<file path="src/rtl/vec_issue_expander.sv">
module vec_issue_expander #(
  parameter int OP_W  = 8,
  parameter int REG_W = 6
) (
  input  logic             clk,
  input  logic             rst_n,
  input  logic             vl_we,
  input  logic [REG_W-1:0] vl_wdata,
  input  logic             in_valid,
  output logic             in_ready,
  input  logic [OP_W-1:0]  in_op,
  input  logic [REG_W-1:0] in_rd,
  input  logic [REG_W-1:0] in_rs1,
  input  logic [REG_W-1:0] in_rs2,
  input  logic [2:0]       in_vec,
  output logic             out_valid,
  input  logic             out_ready,
  output logic [OP_W-1:0]  out_op,
  output logic [REG_W-1:0] out_rd,
  output logic [REG_W-1:0] out_rs1,
  output logic [REG_W-1:0] out_rs2,
  output logic             out_last,
  input  logic             abort,
  input  logic             restore,
  input  logic [REG_W-1:0] restore_idx,
  output logic [REG_W-1:0] idx_o,
  output logic             err
);

  logic             busy;
  logic [OP_W-1:0]  h_op;
  logic [REG_W-1:0] h_rd, h_rs1, h_rs2;
  logic [2:0]       h_vec;
  logic [REG_W-1:0] vl, idx;
  logic [REG_W:0]   s_rd, s_rs1, s_rs2;
  logic             active, ovf, fire;

  function automatic logic [REG_W:0] step(input logic [REG_W-1:0] r, input logic m,
                                          input logic act, input logic [REG_W-1:0] i);
    if (act && m && r != '0) return {1'b0, r} + {1'b0, i};
    return {1'b0, r};
  endfunction

  assign active = (vl > REG_W'(1)) && (|h_vec);
  assign s_rd   = step(h_rd,  h_vec[0], active, idx);
  assign s_rs1  = step(h_rs1, h_vec[1], active, idx);
  assign s_rs2  = step(h_rs2, h_vec[2], active, idx);
  assign ovf    = s_rd[REG_W] | s_rs1[REG_W] | s_rs2[REG_W];

  assign out_valid = busy && !ovf;
  assign out_op    = h_op;
  assign out_rd    = s_rd[REG_W-1:0];
  assign out_rs1   = s_rs1[REG_W-1:0];
  assign out_rs2   = s_rs2[REG_W-1:0];
  assign out_last  = !active || (idx >= vl - REG_W'(1));
  assign in_ready  = !busy && !restore;
  assign fire      = out_valid && out_ready && !abort;
  assign idx_o     = idx;

  always_ff @(posedge clk) begin
    if (!rst_n) begin
      busy  <= 1'b0;
      vl    <= '0;
      idx   <= '0;
      err   <= 1'b0;
      h_op  <= '0;
      h_rd  <= '0;
      h_rs1 <= '0;
      h_rs2 <= '0;
      h_vec <= '0;
    end else begin
      if (vl_we) vl <= vl_wdata;
      if (!busy) begin
        if (restore) idx <= restore_idx;
        else if (in_valid) begin
          busy  <= 1'b1;
          err   <= 1'b0;
          h_op  <= in_op;
          h_rd  <= in_rd;
          h_rs1 <= in_rs1;
          h_rs2 <= in_rs2;
          h_vec <= in_vec;
        end
      end else if (abort) begin
        busy <= 1'b0;
      end else if (ovf) begin
        busy <= 1'b0;
        err  <= 1'b1;
        idx  <= '0;
      end else if (fire) begin
        if (out_last) begin
          busy <= 1'b0;
          idx  <= '0;
        end else begin
          idx <= idx + REG_W'(1);
        end
      end
    end
  end

  a_r6_hold_steady: assert property (@(posedge clk) disable iff (!rst_n)
    out_valid && !out_ready && !abort && !vl_we |=>
      out_valid && $stable(out_rd) && $stable(out_rs1) && $stable(out_rs2)
      && $stable(out_op) && $stable(idx_o));

  a_r7_stall_decode: assert property (@(posedge clk) disable iff (!rst_n)
    out_valid |-> !in_ready);

  a_r12_last_ends: assert property (@(posedge clk) disable iff (!rst_n)
    out_valid && out_ready && !abort && out_last |=> !out_valid && idx_o == '0);

  a_r9_abort_freeze: assert property (@(posedge clk) disable iff (!rst_n)
    out_valid && abort |=> !out_valid && $stable(idx_o));

  a_r8_err_idle: assert property (@(posedge clk) disable iff (!rst_n)
    err |-> !out_valid);

  a_r4_zero_kept: assert property (@(posedge clk) disable iff (!rst_n)
    in_valid && in_ready && in_rd == '0 |=> out_rd == '0);

endmodule

</file>
<file path="config.mk">
export PLATFORM = sky130hd
export DESIGN_NAME = vec_issue_expander
export DESIGN_NICKNAME = d
export VERILOG_FILES = /design/src/rtl/vec_issue_expander.sv
export SDC_FILE = /design/constraint.sdc
export NUM_CORES = 1
export LEC_CHECK = 0
export ABC_AREA = 1
export BUFFER_PORTS_ARGS = -buffer_cell sky130_fd_sc_hd__buf_2
export CORE_ASPECT_RATIO = 0.75
export CORE_UTILIZATION = 50
export DETAILED_ROUTE_END_ITERATION = 8
export PLACE_DENSITY = 0.73
export RECOVER_POWER = 100
export SLEW_MARGIN = 5
export SYNTH_ARGS = -nofsm -noshare
export SYNTH_HDL_FRONTEND = slang
export SYNTH_SLANG_ARGS = --single-unit
</file>
<file path="constraint.sdc">
create_clock -name clk -period 4.8 [get_ports clk]
set_input_delay 0.96 -clock clk [delete_from_list [all_inputs] [get_ports clk]]
set_output_delay 0.96 -clock clk [all_outputs]
set_load 0.005 [all_outputs]
</file>
==> metrics.cfg <==
[clocking]
postCtsHoldBufs = 0
clkLatencyLatePin_ns = 0.30
post-cts-setup-buffers = 0
cts.clk_slew.worst_paths_ns = 0.08
cts.sink_count = 43
cts_made_buffers = 5
cts_resized = 0
htreeDepth = 2
clockRootBuffer = clkbuf_8
cts_tree = yes
ctsLongestPathBuffers = 2

[synthesis]
synth_area_per_cell_um2 = 6.64
netlist_area_um2 = 2930
yosysWarnings = 0
synth_seq_area_share_pct = 29.3
syn-instance-count = 442
yosys.cell_types.count = 25
synth_nets = 520
synth_seq_cells = 43

[global_route]
grt_usage_pct = 25.5
grt-ovfl-total = 0
grt_max_degree = 44
antenna_found_initial = 0
grt_pass1_vias = 2713
grt_pass1_wl_mm = 12.5

[route]
drt_first_pass_iters = 4
routed_via_density = 4.96
drc_errors = 0
drtIter0Drc = 114
ant_nets = 0
vias = 2958
postRouteWirelength_mm = 7.57
routedWlPerCell_um = 12.7

[die]
core.rowCount = 23
boundaryPins = 84
die_w_um = 90.5
initial_utilization_pct = 53.4
dieHeight_um = 68.3
die_area_um2 = 6180
core-area_um2 = 5500

[layout]
drive_gt1_share_pct = 14.6
layout.cells.non_filler = 596
multi_input_area_um2 = 1840
final_nets = 598
fillCellCount = 574
seq_area_um2 = 861
area_growth_pct = 17.0
diodes = 0

[timing]
report.final.hold_viol_count = 0
setup_viol = 0
fin_ws_ns = 1.28
worst_slew_margin_rel_pct = -14.8
tightest_slew_ns = 1.72
setup_tns_ns = 0
rsz0062_at_grt = no
fin_worst_skew_ns = 0.00695
maxSlewViolCount = 44
period_minus_slack_ns = 3.52
max_freq_ghz = 0.284
period_share_pct = 73.3

[power]
p_sw_share_pct = 33.0
ir_drop_v = 0.000196
internal-power_w = 0.000645
power.switching_w = 0.000318
seqPwrFrac_pct = 43.5
p_clk_share_pct = 29.7
p_leak_nw = 1.72
pwr_density_cell_nw_per_um2 = 281
p_comb_share_pct = 26.8

[place]
numPortBuffers = 83
hpwl_mm = 5.66
finalWeightedCongestion = 0.854
dp_cells = 588
pre_cts_slack_ns = 1.86

[worst_setup_path]
end_kind = primary output
cp.arrival_ns = 2.56
critPathLaunchType = flop
critPathKind = flop to primary output
crit_required_ns = 3.84
cp_max_fo = 12

[worst_hold_path]
hold_path.class = flop to flop

[status]
violations = max-capacitance violations, max-slew violations
status = complete, but fails checks

[flow_run]
drv_cap = 1

synthesized netlist by cell type:
cell type,n,area [um^2]
nor2_4,3,33.8
xor2_1,12,105
nand3_2,5,50.1
xnor2_1,3,26.3
o21ai_0,52,260
inv_2,3,11.3
fa_1,3,60.1
nor2_8,1,20.0
inv_1,31,116
a21oi_1,19,95.1
nand2_2,1,6.26
ha_1,27,338
clkinv_1,2,7.51
o21a_1,1,7.51
a21boi_1,1,7.51
nand3_1,14,70.1
nor2_2,2,12.5
buf_6,1,11.3
clkbuf_1,12,45.0
dfxtp_1,43,861
nand2_1,94,353
a22o_1,1,8.76
nor2_1,104,390
a31oi_1,2,12.5
nor3_1,5,25.0
logic make-up after synthesis:
kind of cell             after synthesis  synth area share (%)
AND/OR/NAND/NOR                      229                  32.8
XOR/XNOR                              15                  4.48
flip-flops                            43                  29.3
adder cells (fa/ha/maj)               30                  13.6
buffers and inverters                 49                  6.52
AO/OA/AOI/OAI                         76                  13.3
final timing paths:
kind / startpoint / slack [ns] / end / cells after the start
worst max register to register: vl[0] / 2.12 / idx_o[4] / 13
worst min-delay path: out_op[5] / 0.49 / out_op[5] / 2
worst max-delay path: vl[0] / 1.28 / out_valid / 11
worst min register to register: out_op[5] / 0.49 / out_op[5] / 2
area by class of cell:
cell class              count  share of cell area (%)
flip-flops and latches     43                    25.1
well taps                  75                    2.73
multi-input cells         350                    53.5
inverters                  36                    3.94
repair buffers             84                    11.5
clock inverters             3                    1.28
clock buffers               5                    2.01
registers in the layout, summed over array words and instances, names as in the netlist:
name / count
out_op: 8
h_rd: 6
h_rs1: 6
h_rs2: 6
idx_o: 6
vl: 6
h_vec: 3
busy: 1
err: 1
metal layers:
| layer | GRT usage (%) | routed length, um |
|---|---|---|
| met1 | 33.1 | 3610 |
| met2 | 44.7 | 3390 |
| met3 | 5.78 | 532 |
| met4 | 4.44 | 40 |
| met5 | 0 | 0 |
power by group through the flow:
stage | Combinational (W) | Clock, W | Sequential (W)
after floorplan | 0.000181 | 0 | 0.000416
after global placement | 0.000258 | 0 | 0.000426
after detailed placement | 0.000264 | 0 | 0.000427
after CTS | 0.000266 | 0.000292 | 0.000419
after global routing | 0.000299 | 0.000304 | 0.000423
final | 0.000258 | 0.000286 | 0.000419
metrics by stage:
stage	power (W)	cell area (um^2)	util [%]	hold WS [ns]
6_report	0.000963	3430	62.4	0.488
5_1_grt	0.00103	3430	62.4	0.511
4_1_cts	0.000976	3510	63.8	0.489
3_5_place_dp	0.000691	3390	61.8	0.469
3_3_place_gp	0.000684	3390	61.8	0.459
2_1_floorplan	0.000597	2930	-	0.456
worst max-delay path, cell delays in order, from the launching register on:
cell and delay, ns:
dfxtp_1 0.32, inv_1 0.13, ha_1 0.22, inv_1 0.05, nand2_1 0.06, nand3_1 0.19
nand3_1 0.36, nor2_1 0.11, nor2_1 0.46, nand2_1 0.16, clkinv_1 0.09, buf_2 0.11
placed cells by master, fill, tap and decap left out, types with 2 or more instances in the layout:
cell type	count
a21oi_1	19
a31oi_1	2
buf_2	60
clkbuf_1	23
clkbuf_8	5
clkinv_1	3
dfxtp_1	43
fa_1	3
ha_1	27
inv_1	31
inv_2	2
nand2_1	95
nand3_1	18
nor2_1	106
nor2_2	2
nor2_4	2
nor3_1	5
o21ai_0	52
xnor2_1	3
xor2_1	12
Power figures use the tool's default switching activity.
